## config.mk

```make
export PLATFORM = sky130hd
export DESIGN_NAME = edge_skip_judge
export DESIGN_NICKNAME = d
export VERILOG_FILES = /design/src/rtl/edge_skip_judge.sv
export SDC_FILE = /design/constraint.sdc
export NUM_CORES = 1
export LEC_CHECK = 0
export BUFFER_PORTS_ARGS = -buffer_cell sky130_fd_sc_hd__buf_2
export CAP_MARGIN = 20
export CORE_MARGIN = 1.5
export CORE_UTILIZATION = 50
export CTS_CLUSTER_DIAMETER = 100
export DETAILED_ROUTE_END_ITERATION = 7
export HOLD_SLACK_MARGIN = 0.02
export PLACE_DENSITY = 0.77
export SYNTH_ARGS = -nofsm -noshare
export SYNTH_HDL_FRONTEND = slang
export SYNTH_SLANG_ARGS = --single-unit
```

## constraint.sdc

```tcl
create_clock -name clk -period 5.05 [get_ports clk]
set_clock_uncertainty 0.1 [all_clocks]
set_input_delay 0 -clock clk [delete_from_list [all_inputs] [get_ports clk]]
set_output_delay 0 -clock clk [all_outputs]
set_load 0.005 [all_outputs]
```

## src/rtl/edge_skip_judge.sv

```systemverilog
module edge_skip_judge #(
  parameter int PIX_W  = 8,
  parameter int BETA_W = 8
) (
  input  logic                 clk,
  input  logic                 rst_n,
  input  logic                 in_valid,
  input  logic                 is_chroma,
  input  logic [1:0]           bs,
  input  logic [BETA_W-1:0]    beta,
  input  logic [3*PIX_W-1:0]   l0_p,
  input  logic [3*PIX_W-1:0]   l0_q,
  input  logic [3*PIX_W-1:0]   l3_p,
  input  logic [3*PIX_W-1:0]   l3_q,
  output logic                 out_valid,
  output logic                 filt_on,
  output logic [PIX_W+2:0]     act_sum
);
  localparam int SD_W  = PIX_W + 2;
  localparam int AB_W  = PIX_W + 1;
  localparam int SUM_W = PIX_W + 3;
  localparam int CMP_W = (SUM_W > BETA_W) ? SUM_W : BETA_W;

  logic [3*PIX_W-1:0] side [4];
  logic [AB_W-1:0]    mag  [4];

  assign side[0] = l0_p;
  assign side[1] = l0_q;
  assign side[2] = l3_p;
  assign side[3] = l3_q;

  for (genvar s = 0; s < 4; s++) begin : g_side
    logic signed [SD_W-1:0] curv;
    assign curv = $signed({2'b00, side[s][3*PIX_W-1:2*PIX_W]})
                - $signed({1'b0, side[s][2*PIX_W-1:PIX_W], 1'b0})
                + $signed({2'b00, side[s][PIX_W-1:0]});
    assign mag[s] = curv[SD_W-1] ? AB_W'(-curv) : AB_W'(curv);
  end

  logic [SUM_W-1:0] sum_n;
  logic             luma_on, chroma_on;

  assign sum_n     = SUM_W'(mag[0]) + SUM_W'(mag[1]) + SUM_W'(mag[2]) + SUM_W'(mag[3]);
  assign luma_on   = (bs != 2'd0) && (CMP_W'(sum_n) < CMP_W'(beta));
  assign chroma_on = (bs == 2'd2);

  always_ff @(posedge clk) begin
    if (!rst_n) begin
      out_valid <= 1'b0;
      filt_on   <= 1'b0;
      act_sum   <= '0;
    end else begin
      out_valid <= in_valid;
      if (in_valid) begin
        filt_on <= is_chroma ? chroma_on : luma_on;
        act_sum <= sum_n;
      end
    end
  end
endmodule

```

# Yosys cells after proc, flatten, opt, wreduce, memory -nomap -nowiden
# Cells that the tools add are included.
# totals
ff_bits	13
elab_cells	27
out_inout_bits	13
# op_classes
n_lt_le_gt_ge	1
mux	5
n_reduce_logical	2
n_addsub	15
n_eq_ne	1
# op_table
cell	count
10-bit by 9-bit adder with 10-bit output	4
8-bit by 9-bit subtractor with 10-bit output	4
9-bit two-way mux	4
9-bit negation	4
10-bit by 9-bit adder with 11-bit output	1
11-bit by 9-bit adder with 11-bit output	1
11-bit by 8-bit less-than comparator with 1-bit output	1
9-bit by 9-bit adder with 10-bit output	1
2-bit == test, second input constant	1
2-bit nonzero test	1
1-bit logical AND	1
1-bit two-way mux	1

# Logic depth before layout (Yosys ltp)
# Gate-level depths: netlist (run 1).
# depth
word_depth	10
depth_mapped	25
mapped_depth_nobuf	25

# Worst setup path after synthesis (run 1)
# Ideal clock, no wire load.
# synth_timing
kind	input port to flip-flop
start	in l0_q[2]
end	reg filt_on
path_stages	24
setup_slack_ns	-0.201
arrival_time_ns	5.033
cell_sequence	inv_1 -> fa_1 -> inv_1 -> ha_1 -> a2111oi_4 -> o41ai_2 -> a31oi_2 -> nor2b_1 -> xnor2_1 -> fa_1 -> inv_1 -> fa_1 -> inv_1 -> ha_1 -> a21o_1 -> a21oi_1 -> o21ai_0 -> a21oi_1 -> xnor2_1 -> ha_1 -> nand3_1 -> o21ai_0 -> a21oi_1 -> a32o_1
# synth_between
elab_chain_cells	9
# synth_rtl
element	line	source
start, declared	12	input logic [3*PIX_W-1:0] l0_q,
10-bit by 9-bit adder with 10-bit output (*)	36	+ $signed({2'b00, side[s][PIX_W-1:0]});
9-bit negation	37	assign mag[s] = curv[SD_W-1] ? AB_W'(-curv) : AB_W'(curv);
9-bit two-way mux (*)	37	
9-bit by 9-bit adder with 10-bit output (*)	43	assign sum_n = SUM_W'(mag[0]) + SUM_W'(mag[1]) + SUM_W'(mag[2]) + SUM_W'(mag[3]);
10-bit by 9-bit adder with 11-bit output (*)	43	
11-bit by 9-bit adder with 11-bit output (*)	43	
named net sum_n[6]	40	logic [SUM_W-1:0] sum_n;
11-bit by 8-bit less-than comparator with 1-bit output (*)	44	assign luma_on = (bs != 2'd0) && (CMP_W'(sum_n) < CMP_W'(beta));
1-bit logical AND (*)	44	
1-bit two-way mux (*)	55	filt_on <= is_chroma ? chroma_on : luma_on;
end signal, assigned	55	
end, declared	16	output logic filt_on,
# Mark *: on every way through the listed nets, which the timed path passes. The rest lies on a longest branch.
# A chain may end at the register's enable or synchronous reset.

# Worst setup path after layout (run 1)
# layout_timing
start	in l0_q[9]
end	reg filt_on
# layout_between
elab_chain_cells	10
# layout_rtl
element	line	source
8-bit by 9-bit subtractor with 10-bit output (*)	35	- $signed({1'b0, side[s][2*PIX_W-1:PIX_W], 1'b0})
10-bit by 9-bit adder with 10-bit output (*)	36	
9-bit negation	37	
9-bit two-way mux (*)	37	
9-bit by 9-bit adder with 10-bit output (*)	43	
10-bit by 9-bit adder with 11-bit output (*)	43	
11-bit by 9-bit adder with 11-bit output (*)	43	
named net sum_n[6]	40	
11-bit by 8-bit less-than comparator with 1-bit output (*)	44	
1-bit logical AND (*)	44	
1-bit two-way mux (*)	55	
# Marked as above.

==> run metrics, run 1 <==
fillcell total=704; Nets=941; Worst setup EP type=register; initial antenna violation count=0; R2R depth=3; fraction of layout cells with a size suffix above 1=0.307; Hold Path Depth=4; Synth Warn #=0; WHS Endpoint=filt_on$_SDFFE_PN0P_; IO Pins=123; Worst-path clk slew=50 ps; Layout area overhead=31.5%; Slew HR=0.700; Slowest cell on crit path=fa_1; Worst Path Max Fanout=7; flops & latches, synth=13; Initial Util=0.525; Worst Hold Launch=is_chroma; Root Driver=clkbuf_8; Core Area=roughly 0.0083 mm²; Vias=4122; Die X-Extent=96.6 µm; crit path buf inv count=4; largest area contributor in the netlist=fa_1; cell family with most CP delay=adder cells; RSZ-0062 raised after global routing=true; Die Span Y=96.6 µm; GR Overflow Total=0; CP Data Arrival Time=5000 ps; Mapped Area=0.00438 mm²; Least-Margin Pin Slew=about 450 ps; Sinks on Clock Net=13; met2 Track Usage GR=0.411; htree depth=1; Rows=33; global-route wire length before repair=15600 µm; routability congestion estimate=0.859; final hold vios=0; Post-synth top cells=inv_1, ha_1, fa_1, xnor2_1, nor2_1; f_max=0.201 GHz; Total Die Area=0.00933 mm²; DRT iter0 DRCs=98; dpl cell area=0.00547 mm²; Clk Latency, worst-skew pair=between 200 and 300 ps; main flop type after synthesis=dfxtp_1; Total GRT Usage=0.205; Post-synth ARST share=0; count leader, synth=inv_1; max_cap viols=0; Crit Path Class=in2reg; CTS tree=yes; met1 Usage GRT=0.238; hold crit path type=in2reg; outcome=completed; Post-Route Setup TNS=0 ps; DRT Pass-1 Iters=4; Syn Area/Cell=a little under 8 µm²; Reg-to-Reg Start=filt_on$_SDFFE_PN0P_; cell count after synthesis=554; Antenna diodes=0; CP Data Required Time=5090 ps; fin crit share=0.983; area share of the largest cell type after synthesis=0.210; clock buffer depth=2; fin crit period=4960 ps; WL/cell=around 12 µm; Seq/Total Area, Yosys=0.0594; routed wire length=slightly below 10000 µm; GRT busiest layer=met2; post-DP HPWL=around 8600 µm; Slew Viols, Final=0; vias in the first global route=3991; register-to-register setup slack=~4200 ps; Via density=4.95; synth top area cells=fa_1, ha_1, inv_1; startpoint types=input pin; CP cell instances=buf_6 > fa_1 > inv_2 > ha_4 > a2111oi_4 > o41ai_4 > a31oi_4 > nor2b_4 > xnor2_2 > fa_1 > inv_2 > fa_1 > inv_2 > ha_4 > a21o_1 > a21oi_2 > o21ai_2 > a21oi_2 > xnor2_1 > ha_1 > nand3_1 > o21ai_1 > a21oi_1 > a32o_1; Num CTS Buffers=3; number of flops mapped to enable cells by yosys=0; met3 Use GR=0.00704; antenna viol nets, final=0; I/O Buffers=122; Post-route DRC=0; CP max stage delay=550 ps; Distinct cells, synth=44; end of the worst register-to-register path=filt_on$_SDFFE_PN0P_; Setup-failing EPs final=0; largest net degree at the start of global routing=20; synthesized net count=767; fin area=around 0.0058 mm²
-- cells in the final DEF (no fill, tap or decap), types with 9 or more instances in the layout --
| cell type | n |
|---|---|
| a21oi_1 | 24 |
| nand2b_1 | 11 |
| buf_4 | 48 |
| nand2_1 | 20 |
| xnor2_1 | 30 |
| xor2_1 | 26 |
| nor2_1 | 29 |
| o21ai_0 | 13 |
| o21ai_1 | 9 |
| fa_1 | 45 |
| inv_1 | 157 |
| buf_2 | 121 |
| dfxtp_1 | 13 |
| ha_1 | 50 |
-- logic make-up after synthesis --
group	count (synthesis)	share of synthesized area
buffers and inverters	165	0.141
and+or+nand+nor	98	0.113
xor gates and xnor gates	58	0.116
AOI/OAI and AO/OA	110	0.181
muxes	7	0.0160
DFF	13	0.0594
adders and majority gates	103	0.373
-- per-stage QoR --
stage,std cells,utilization,hold WS (ps),setup WS [ps]
6_report,832,0.690,70.3,85.5
5_1_grt,832,0.690,115,-146
4_1_cts,827,0.668,70.9,8.57
3_5_place_dp,821,0.656,211,-366
3_3_place_gp,821,0.656,202,-171
2_1_floorplan,554,-,25.8,46.3
-- timing repair --
action,CTS,global route
hold buffers,1,0
gates resized for setup,5,32
setup buffers,1,6
pin swaps,4,42
hold endpoints to repair,4,0
setup endpoints to repair,1,4
-- sequential cells by signal, summed over array words and instances, names as in the netlist --
| register | flops |
|---|---|
| act_sum | 11 |
| out_valid | 1 |
| filt_on | 1 |
-- worst reg2reg max path: cells and delay by family, from the launching register on --
kind | cells | cell delay [ps]
flip-flops | 1 | 300
AO/OA/AOI/OAI | 2 | 290
buffers and inverters | 1 | 40
-- layer usage --
metal / up-vias / share of wire
li1: 2109 / -
met1: 1906 / 0.42
met2: 96 / 0.53
met3: 11 / 0.034
met4: 0 / 0.011
met5: - / 0
-- worst max path at each step --
stage / cells after the start / slack (ps) / from / end
final: 24 / 90 / l0_q[9] / filt_on$_SDFFE_PN0P_
after global routing: 24 / -150 / l3_q[9] / filt_on$_SDFFE_PN0P_
after CTS: 25 / 9 / l0_q[3] / filt_on$_SDFFE_PN0P_
after detailed placement: 24 / -370 / l3_q[2] / filt_on$_SDFFE_PN0P_
after global placement: 24 / -170 / l3_q[2] / filt_on$_SDFFE_PN0P_
after floorplan: 24 / 50 / l0_q[2] / filt_on$_SDFFE_PN0P_
-- final cells by class --
cell class | instances | area [µm²] | area share
Clock buffer | 4 | 45.0 | 0.00783
Inverter | 163 | 612 | 0.106
Multi-Input combinational cell | 376 | 3720 | 0.646
Sequential cell | 13 | 260 | 0.0452
Tap cell | 105 | 131 | 0.0228
Timing Repair Buffer | 171 | 987 | 0.172
Power of run 1 is left out: the tool's default activity adds up to more than one toggle a clock period on the data nets, which glitch-free logic cannot reach.
==> inputs of run 2 (changes only) <==
--- a/config.mk
+++ b/config.mk
@@ -5,10 +5,13 @@
 export SDC_FILE = /design/constraint.sdc
 export NUM_CORES = 1
 export LEC_CHECK = 0
+export ABC_AREA = 1
 export BUFFER_PORTS_ARGS = -buffer_cell sky130_fd_sc_hd__buf_2
 export CAP_MARGIN = 20
+export CELL_PAD_IN_SITES_DETAIL_PLACEMENT = 0
+export CELL_PAD_IN_SITES_GLOBAL_PLACEMENT = 1
 export CORE_MARGIN = 1.5
-export CORE_UTILIZATION = 50
+export CORE_UTILIZATION = 35
 export CTS_CLUSTER_DIAMETER = 100
 export DETAILED_ROUTE_END_ITERATION = 7
 export HOLD_SLACK_MARGIN = 0.02
==> run metrics, run 2 <==
fin area=between 0.006 and 0.007 mm²; Crit path top cell by count=nand2_1; R2R depth=4; Reg-to-Reg Start=act_sum[6]$_SDFFE_PN0P_; DRT Pass-1 Iters=4; fillcell total=1398; Nets=1212; count leader, synth=inv_1; vias in the first global route=4740; CP Data Required Time=5130 ps; flops & latches, synth=13; Worst setup EP type=register; register-to-register setup slack=4230 ps; Crit Path Class=in2reg; main flop type after synthesis=dfxtp_1; Synth Warn #=0; Via density=around 4.3; Rows=43; initial antenna violation count=0; area share of the largest cell type after synthesis=0.187; most frequent cells in the layout=inv_1, nand2_1, buf_2; Distinct cells, synth=29; max_cap viols=0; number of flops mapped to enable cells by yosys=0; largest area contributor in the netlist=inv_1; Synth Area in Adders=0.331; Slew Viols, Final=0; fin crit period=4910 ps; worst hold slack=221 ps; DRT iter0 DRCs=182; Core Area=0.0138 mm²; Num CTS Buffers=3; CTS tree=yes; crit path buf inv count=4; xor/xnor share of the synthesized area=0.0636; htree depth=1; Layout area overhead=41.1%; routed wire length=11100 µm; Antenna diodes=0; global-route wire length before repair=19200 µm; Final Util=0.504; Seq/Total Area, Yosys=0.0527; outcome=completed; Hold Path Depth=5; post-place setup slack=-412 ps; post-synthesis compound-gate area fraction=0.0743; WL/cell=9.44 µm; clock buffer depth=2; Sinks on Clock Net=13; Die Span Y=122 µm; Post-synth ARST share=0; Post-synth top cells=inv_1, nand2_1, ha_1, nor2_1, fa_1; top flop regs=act_sum (11), filt_on (1), out_valid (1); Syn Area/Cell=6.27 µm²; antenna viol nets, final=0; WHS Endpoint=act_sum[0]$_SDFFE_PN0P_; I/O Buffers=122; cell count after synthesis=787; Initial Util=0.357; synthesized net count=1000; Die X-Extent=122 µm; hold crit path type=in2reg; Total Die Area=0.0148 mm²; fraction of layout cells with a size suffix above 1=0.308; final hold vios=0; CP Data Arrival Time=4980 ps; Worst Hold Launch=l0_p[16]; CP max stage delay=520 ps; synth top area cells=inv_1, fa_1, ha_1; Root Driver=clkbuf_16; Worst-path clk slew=40 ps; Slowest cell on crit path=fa_1; Slew HR=0.723; IO Pins=roughly 120; Post-route DRC=0; f_max=slightly above 0.2 GHz; dpl cell area=0.00627 mm²; final worst setup slack=143 ps; commonest non-fill, non-tap cell in the layout=inv_1; Mapped Area=0.00493 mm²; Setup-failing EPs final=0; Most flops, register=act_sum; cell family with most CP delay=adder cells; Total GRT Usage=0.151; Worst Path Max Fanout=8; max FFs per register=11; end of the worst register-to-register path=act_sum[6]$_SDFFE_PN0P_; largest net degree at the start of global routing=13; post-DP HPWL=9490 µm; Least-Margin Pin Slew=412 ps; largest family of logic cells by synthesized area=adder cells; Clk Latency, worst-skew pair=240 ps; routability congestion estimate=0.832; RSZ-0062 raised after global routing=true; Vias=5070; GR Overflow Total=0; startpoint types=input pin; post-synthesis mux area share=0; Post-Synth Simple-Gate Area=0.283; fin crit share=0.972
-- run 2: cells by family after synthesis --
logic type / Yosys count
flip-flops: 13
AO/OA/AOI/OAI: 62
adder cells (fa/ha/maj): 103
buffers and inverters: 251
XOR/XNOR: 35
AND/OR/NAND/NOR: 323
-- run 2: stage by stage --
step | cells | setup TNS, ps
final | 1178 | 0
after detailed placement | 1156 | -412
after CTS | 1169 | 0
after global routing | 1178 | -125
after floorplan | 787 | 0
after global placement | 1156 | -353
-- run 2: worst register-to-register path, delay by kind of cell (launching register included) --
kind,cells,cell delay (ps)
buffers and inverters,1,50
AO/OA/AOI/OAI,1,90
flip-flops,1,300
AND/OR/NAND/NOR,2,180
-- run 2: timing repair --
| action | in CTS | in global routing |
|---|---|---|
| setup buffers | 4 | 10 |
| endpoints found under the setup margin | 1 | 1 |
| gates cloned | 0 | 0 |
| hold buffers | 5 | 0 |
| hold endpoints to repair | 8 | 0 |
| resized for setup | 13 | 84 |
| pin swaps | 7 | 65 |
-- run 2: worst max path at each step --
stage          startpoint  slack (ps)                   end  cells past startpoint
2_1_floorplan     l3_q[4]          30  filt_on$_SDFFE_PN0P_                     34
3_3_place_gp      l3_p[6]        -350  filt_on$_SDFFE_PN0P_                     28
3_5_place_dp      l3_p[6]        -410  filt_on$_SDFFE_PN0P_                     28
4_1_cts           l3_q[4]          10  filt_on$_SDFFE_PN0P_                     31
5_1_grt          l3_q[11]        -130  filt_on$_SDFFE_PN0P_                     29
6_report          l3_q[5]         140  filt_on$_SDFFE_PN0P_                     30
-- run 2: per-layer routing --
| metal | vias to the layer above | wire [µm] | global-route usage |
|---|---|---|---|
| li1 | 2768 | - | - |
| met1 | 2206 | 5430 | 0.204 |
| met2 | 89 | 5280 | 0.276 |
| met3 | 7 | 339 | 0.00562 |
| met4 | 0 | 64 | 0.0154 |
| met5 | - | 0 | 0 |
-- run 2: final cells by class --
cell class	count	area, µm²	share of cell area
clock buffer	4	78.8	0.0113
tap	180	225	0.0323
timing repair buffer	212	1320	0.189
inverter	246	923	0.133
sequential	13	260	0.0374
multi-input combinational	523	4160	0.597
Power of run 2 is left out for the same reason.
